[src/rtl/zcv_pkg.sv]
package zcv_pkg;

  localparam logic [7:0] MAX_CODE   = 8'hF1;
  localparam int         UNITY_CODE = 145;
  localparam int         LINE_DROP  = 80;

  typedef struct packed {
    logic        mute;
    logic [4:0]  rshift;
    logic [16:0] mant;
  } gain_t;

  // 2^(k/16) in Q1.15, rounded
  function automatic logic [16:0] mant_q15(input logic [3:0] k);
    case (k)
      4'd0:    mant_q15 = 17'd32768;
      4'd1:    mant_q15 = 17'd34219;
      4'd2:    mant_q15 = 17'd35734;
      4'd3:    mant_q15 = 17'd37316;
      4'd4:    mant_q15 = 17'd38968;
      4'd5:    mant_q15 = 17'd40693;
      4'd6:    mant_q15 = 17'd42495;
      4'd7:    mant_q15 = 17'd44376;
      4'd8:    mant_q15 = 17'd46341;
      4'd9:    mant_q15 = 17'd48393;
      4'd10:   mant_q15 = 17'd50535;
      4'd11:   mant_q15 = 17'd52773;
      4'd12:   mant_q15 = 17'd55109;
      4'd13:   mant_q15 = 17'd57549;
      4'd14:   mant_q15 = 17'd60097;
      default: mant_q15 = 17'd62757;
    endcase
  endfunction

  // Signed step count relative to unity gain
  function automatic logic signed [9:0] code_steps(input logic [7:0] code, input logic line);
    logic [7:0] c;
    c = (code > MAX_CODE) ? MAX_CODE : code;
    code_steps = $signed({2'b00, c}) - 10'sd145 - (line ? 10'sd80 : 10'sd0);
  endfunction

  // Split steps into octave shift and mantissa index
  function automatic gain_t decode_gain(input logic [7:0] code, input logic line);
    logic signed [9:0] s;
    logic signed [5:0] q;
    gain_t g;
    s        = code_steps(code, line);
    q        = $signed(s[9:4]);
    g.mute   = (code == 8'h00);
    g.mant   = mant_q15(s[3:0]);
    g.rshift = 5'(6'sd15 - q);
    decode_gain = g;
  endfunction

endpackage

[src/rtl/zcv_init_seq.sv]
module zcv_init_seq #(
  parameter int INIT_SAMPLES = 8
) (
  input  logic clk,
  input  logic rst_n,
  input  logic smp,
  input  logic path_en,
  output logic ready,
  output logic init_fire
);
  localparam int CW = $clog2(INIT_SAMPLES + 1);

  logic [CW-1:0] cnt;

  assign init_fire = smp && path_en && !ready && (cnt == CW'(INIT_SAMPLES - 1));

  always_ff @(posedge clk or negedge rst_n) begin
    if (!rst_n) begin
      ready <= 1'b0;
      cnt   <= '0;
    end else if (!path_en) begin
      ready <= 1'b0;
      cnt   <= '0;
    end else if (init_fire) begin
      ready <= 1'b1;
      cnt   <= '0;
    end else if (smp && !ready) begin
      cnt   <= cnt + 1'b1;
    end
  end
endmodule

[src/rtl/zcv_update_ctrl.sv]
module zcv_update_ctrl #(
  parameter int         TMO_BASE   = 128,
  parameter int         TMO_W      = 11,
  parameter logic [7:0] RESET_CODE = 8'h91
) (
  input  logic             clk,
  input  logic             rst_n,
  input  logic             smp,
  input  logic             run,
  input  logic             init_fire,
  input  logic             wr,
  input  logic [7:0]       wr_code,
  input  logic [1:0]       tmo_sel,
  input  logic             din_neg,
  input  logic             din_zero,
  output logic [7:0]       cur_code,
  output logic [7:0]       used_code,
  output logic             zc_ev,
  output logic             tmo_ev
);
  logic [7:0]       pend_code;
  logic             pend;
  logic             prev_neg;
  logic [TMO_W-1:0] cnt;
  logic [TMO_W-1:0] limit;
  logic             apply;

  assign limit     = TMO_W'(TMO_BASE) << tmo_sel;
  assign zc_ev     = din_zero || (din_neg != prev_neg);
  assign tmo_ev    = pend && ((cnt + 1'b1) >= limit);
  assign apply     = smp && run && pend && !wr && (zc_ev || tmo_ev);
  assign used_code = apply ? pend_code : cur_code;

  always_ff @(posedge clk or negedge rst_n) begin
    if (!rst_n) begin
      cur_code  <= RESET_CODE;
      pend_code <= RESET_CODE;
      pend      <= 1'b0;
      cnt       <= '0;
    end else if (wr) begin
      pend_code <= wr_code;
      pend      <= 1'b1;
      cnt       <= '0;
    end else if (init_fire && pend) begin
      cur_code  <= pend_code;
      pend      <= 1'b0;
    end else if (apply) begin
      cur_code  <= pend_code;
      pend      <= 1'b0;
    end else if (smp && run && pend) begin
      cnt       <= cnt + 1'b1;
    end
  end

  always_ff @(posedge clk or negedge rst_n) begin
    if (!rst_n)   prev_neg <= 1'b0;
    else if (smp) prev_neg <= din_neg;
  end
endmodule

[src/rtl/zcv_gain_path.sv]
module zcv_gain_path #(
  parameter int DATA_W = 24
) (
  input  logic                     clk,
  input  logic                     rst_n,
  input  logic                     smp,
  input  logic                     run,
  input  logic                     line,
  input  logic [7:0]               code,
  input  logic signed [DATA_W-1:0] din,
  output logic signed [DATA_W-1:0] dout
);
  import zcv_pkg::*;

  localparam int PW = DATA_W + 18;
  localparam logic signed [PW-1:0] SMAX = {{(PW-DATA_W+1){1'b0}}, {(DATA_W-1){1'b1}}};
  localparam logic signed [PW-1:0] SMIN = {{(PW-DATA_W+1){1'b1}}, {(DATA_W-1){1'b0}}};

  gain_t                   g;
  logic signed [PW-1:0]    prod;
  logic signed [PW-1:0]    scaled;
  logic signed [DATA_W-1:0] result;

  always_comb begin
    g      = decode_gain(code, line);
    prod   = PW'(din) * $signed({{(PW-17){1'b0}}, g.mant});
    scaled = prod >>> g.rshift;
    if (!run || g.mute)   result = '0;
    else if (scaled > SMAX) result = SMAX[DATA_W-1:0];
    else if (scaled < SMIN) result = SMIN[DATA_W-1:0];
    else                    result = scaled[DATA_W-1:0];
  end

  always_ff @(posedge clk or negedge rst_n) begin
    if (!rst_n)   dout <= '0;
    else if (smp) dout <= result;
  end
endmodule

[src/rtl/zcv_stereo_volume.sv]
module zcv_stereo_volume #(
  parameter int         DATA_W       = 24,
  parameter int         TMO_BASE     = 128,
  parameter int         INIT_SAMPLES = 8,
  parameter logic [7:0] RESET_CODE   = 8'h91
) (
  input  logic                     clk,
  input  logic                     rst_n,
  input  logic                     path_en,
  input  logic                     range_sel,
  input  logic [1:0]               tmo_sel,
  input  logic                     wr_left,
  input  logic                     wr_right,
  input  logic [7:0]               wr_code,
  input  logic                     smp_valid,
  input  logic signed [DATA_W-1:0] in_left,
  input  logic signed [DATA_W-1:0] in_right,
  output logic                     out_valid,
  output logic signed [DATA_W-1:0] out_left,
  output logic signed [DATA_W-1:0] out_right,
  output logic [7:0]               code_left,
  output logic [7:0]               code_right,
  output logic                     path_ready
);
  localparam int NCH   = 2;
  localparam int TMO_W = $clog2(TMO_BASE * 8) + 1;

  logic                                 init_fire;
  logic [NCH-1:0]                       wr_ch;
  logic [NCH-1:0][DATA_W-1:0]           din_ch;
  logic [NCH-1:0][DATA_W-1:0]           dout_ch;
  logic [NCH-1:0][7:0]                  cur_code;
  logic [NCH-1:0][7:0]                  used_code;
  logic [NCH-1:0]                       zc_ev;
  logic [NCH-1:0]                       tmo_ev;

  assign wr_ch  = {wr_right, wr_left};
  assign din_ch = {in_right, in_left};

  zcv_init_seq #(.INIT_SAMPLES(INIT_SAMPLES)) init_i (
    .clk(clk), .rst_n(rst_n), .smp(smp_valid), .path_en(path_en),
    .ready(path_ready), .init_fire(init_fire)
  );

  for (genvar ch = 0; ch < NCH; ch++) begin : g_ch
    zcv_update_ctrl #(.TMO_BASE(TMO_BASE), .TMO_W(TMO_W), .RESET_CODE(RESET_CODE)) ctrl_i (
      .clk(clk), .rst_n(rst_n), .smp(smp_valid), .run(path_ready),
      .init_fire(init_fire), .wr(wr_ch[ch]), .wr_code(wr_code), .tmo_sel(tmo_sel),
      .din_neg(din_ch[ch][DATA_W-1]), .din_zero(din_ch[ch] == '0),
      .cur_code(cur_code[ch]), .used_code(used_code[ch]),
      .zc_ev(zc_ev[ch]), .tmo_ev(tmo_ev[ch])
    );

    zcv_gain_path #(.DATA_W(DATA_W)) gain_i (
      .clk(clk), .rst_n(rst_n), .smp(smp_valid), .run(path_ready),
      .line(range_sel), .code(used_code[ch]), .din($signed(din_ch[ch])),
      .dout(dout_ch[ch])
    );
  end

  always_ff @(posedge clk or negedge rst_n) begin
    if (!rst_n) out_valid <= 1'b0;
    else        out_valid <= smp_valid;
  end

  assign out_left   = dout_ch[0];
  assign out_right  = dout_ch[1];
  assign code_left  = cur_code[0];
  assign code_right = cur_code[1];
endmodule

[config.mk]
export PLATFORM = sky130hd
export DESIGN_NAME = zcv_stereo_volume
export DESIGN_NICKNAME = d
export VERILOG_FILES = /design/src/rtl/zcv_pkg.sv /design/src/rtl/zcv_init_seq.sv /design/src/rtl/zcv_update_ctrl.sv /design/src/rtl/zcv_gain_path.sv /design/src/rtl/zcv_stereo_volume.sv
export SDC_FILE = /design/constraint.sdc
export NUM_CORES = 2
export LEC_CHECK = 0
export CAP_MARGIN = 20
export CORE_ASPECT_RATIO = 0.9
export CORE_UTILIZATION = 35
export DETAILED_ROUTE_END_ITERATION = 10
export DONT_BUFFER_PORTS = 1
export GPL_TIMING_DRIVEN = 0
export PLACE_DENSITY = 0.45
export SLEW_MARGIN = 20
export SYNTH_ARGS = -nofsm -noshare
export SYNTH_HDL_FRONTEND = slang
export SYNTH_SLANG_ARGS = --single-unit
[constraint.sdc]
create_clock -name clk -period 16 [get_ports clk]
set_clock_uncertainty 0.05 [all_clocks]
set_input_delay 0.8 -clock clk [delete_from_list [all_inputs] [get_ports clk]]
set_output_delay 0.8 -clock clk [all_outputs]
set_load 0.005 [all_outputs]
==> reports/metrics.cfg <==
[run_status]
status = finished clean

[cts]
hold_buffers = 0
cts.reportedPaths.clkPinSlew_ps = 90
clkSinkCount = 112
cts_tree = done
cts_inserted_buffers = 9
clk_latency_ps = 360
clockBufferDepth = 2
post_cts.repair.setup_buffers = 0
cts_root_buffer = clkbuf_16
htreeDepth = 3

[synth]
yosysSeqAreaShare_pct = 6.817
synth_top_area_share_pct = 36.52
synth_ff_type = dfrtp_1
synthTopCellsByCount = inv_1, fa_1, nand2_1
ys.warnings.count = 0
syn-cell-area_sq_um = 41330
synth-edff-count = 0
netlist.top_cell.by_area = fa_1
ys_top_cells_by_area = fa_1, inv_1, ha_1
synthDistinctLibCells = 113
yosysMostFrequentCell = inv_1
synthArstFlopShare_pct = 100.0
synth_seq_cells = 112
synthCells = 4932
synthesis.nets = 5994
syn_avg_cell_area_sq_um = 8.381

[hold_path]
hold_class = in -> async

[sta]
layout_min_cycle_time_ps = 15300
worst_pin_slew_ps = 1140
timing.hold.ws_ps = 66.65
finalSetupViolCount = 0
fin_ws_ps = 702.1
finalHoldViolations = 0
fmax_ghz = 0.06537
period_share_pct = 95.61
slew_headroom_pct = 23.47
slew_violations = 0

[worst_setup_path]
slowest_delay_ps = 650
startpoint = in_left[23]
critPathCaptureType = flip-flop
critPathMostFrequentCell = fa_1
slowest_stage = xnor2_1
arrival_ps = 15500
cp.required_ps = 16200
worstSetupPathType = in -> reg
regToRegStartpoint = g_ch[0].ctrl_i.cnt[0]
critical_path_peak_fanout = 10
r2r_setup_slack_ps = 830
r2r-end = g_ch[0].gain_i.dout[4]
critPathLaunchType = input port
reg2reg_depth = 49

[finish]
design_area_sq_um = 43790
n_fill_cell = 12576
seq_area_sq_um = 2818
drive_gt1_share_pct = 5.172
final_nets = 6007
multi_input_area_sq_um = 33880
area_growth_pct = 5.942

[detailed_routing]
drtAntennaViolNets = 0
first_pass_iters = 6
drt-total-wl_microns = 143600
post_drt_wl_per_cell_microns = 22.01
vias = 34408
vias_per_cell = 5.274
drc = 0
first_iter_violations = 2413

[placement]
port-buffer-count = 0
dpl_cell_area_sq_um = 43370
place_congestion = 0.9147
preCtsSetupSlack_ps = -365.0
dp_hpwl_microns = 120500

[die]
ios = 131
core-area_sq_um = 117000
die_x_microns = 364.2
die_area_sq_um = 119500
start_util_pct = 35.32
rows = 119
fp.dieH_microns = 328.0

[job]
drv_cap = 0

[global_route]
grt_pass1_wl_microns = 225000
groute.usage.overall_pct = 24.58
first_global_vias = 35276
antenna_found_initial = 4
grt_max_degree = 113
overflow = 0

critical path: cells and delay by family:
kind | cells | cell delay [ps]
AOI/OAI and AO/OA | 13 | 4170
adders and majority gates | 9 | 4100
muxes | 2 | 1080
and+or+nand+nor | 6 | 1540
buffers and inverters | 12 | 2850
xor gates and xnor gates | 2 | 930
routing by layer:
| metal | GRT usage (%) | vias up | share of wire [%] |
|---|---|---|---|
| met3 | 3.134 | 68 | 6.5 |
| met4 | 2.813 | 0 | 1.1 |
| met2 | 35.90 | 1030 | 42 |
| li1 | - | 15767 | - |
| met1 | 39.15 | 17543 | 51 |
| met5 | 0 | - | 0 |
cells in the final DEF, fill, tap and decap left out, drive strengths merged, types with 22 or more instances in the layout:
cell,Yosys,final
xnor2,68,68
and3,24,24
o21ai,146,146
buf,76,79
ha,243,243
o21a,22,22
a21oi,213,213
mux2,49,49
mux2i,126,126
nor3,47,47
clkbuf,188,196
fa,754,754
nand4,54,54
xor2,47,47
inv,973,978
a211oi,53,53
a31oi,36,36
o221ai,34,34
a221o,28,28
dfrtp,100,100
nand3,59,59
and2,242,242
a21o,28,28
nor2b,80,80
o211ai,50,50
nand2,690,690
nor4,27,27
nor2,217,217
logic make-up (layout without fill, tap and decap cells):
family	after synthesis	in the layout	share of synthesized area [%]
AND/OR/NAND/NOR	1515	1515	17.35
buffers and inverters	1238	1256	11.53
adder cells (fa/ha/maj)	997	997	43.87
AO/OA/AOI/OAI	778	778	13.48
multiplexers	177	177	4.495
XOR/XNOR	115	115	2.455
flip-flops	112	112	6.817
other	0	1	0
flip-flops by register name (all words and copies together) (netlist names):
name / flops
g_ch.gain_i.dout: 48
g_ch.ctrl_i.cnt: 22
g_ch.ctrl_i.cur_code: 16
g_ch.ctrl_i.pend_code: 16
init_i.cnt: 4
g_ch.ctrl_i.pend: 2
g_ch.ctrl_i.prev_neg: 2
init_i.ready: 1
out_valid: 1
worst max path at each step:
stage                                          to
after floorplan           g_ch[1].gain_i.dout[10]
after global placement    g_ch[1].gain_i.dout[11]
after detailed placement   g_ch[1].gain_i.dout[2]
after CTS                 g_ch[1].gain_i.dout[21]
after global routing       g_ch[1].gain_i.dout[8]
final                      g_ch[0].gain_i.dout[4]
through the flow:
step | util, % | instances | TNS (ps)
2_1_floorplan | - | 4932 | 0
4_1_cts | 37.33 | 6524 | 0
3_3_place_gp | 37.00 | 6505 | -26570
5_1_grt | 37.42 | 6523 | -5.635
3_5_place_dp | 37.06 | 6508 | -7791
6_report | 37.42 | 6524 | 0
what timing repair did:
item / 4_1_cts / 5_1_grt
setup endpoints to repair: 23 / 46
resized for setup: 2 / 37
pin swaps: 0 / 0
endpoints found under the hold margin: 0 / 0
final cells by class:
class	count	share of cell area, %
diodes	1	0.005714
plain buffers	263	2.552
clock buffers	9	0.5143
clock inverters	7	0.2200
inverters	974	8.349
multi-input cells	3582	77.37
flip-flops and latches	112	6.434
well taps	1573	4.494
repair buffers	3	0.06000
Power is not shown: default switching activity piles up to over one toggle a cycle in this logic, so the estimate is an artifact.
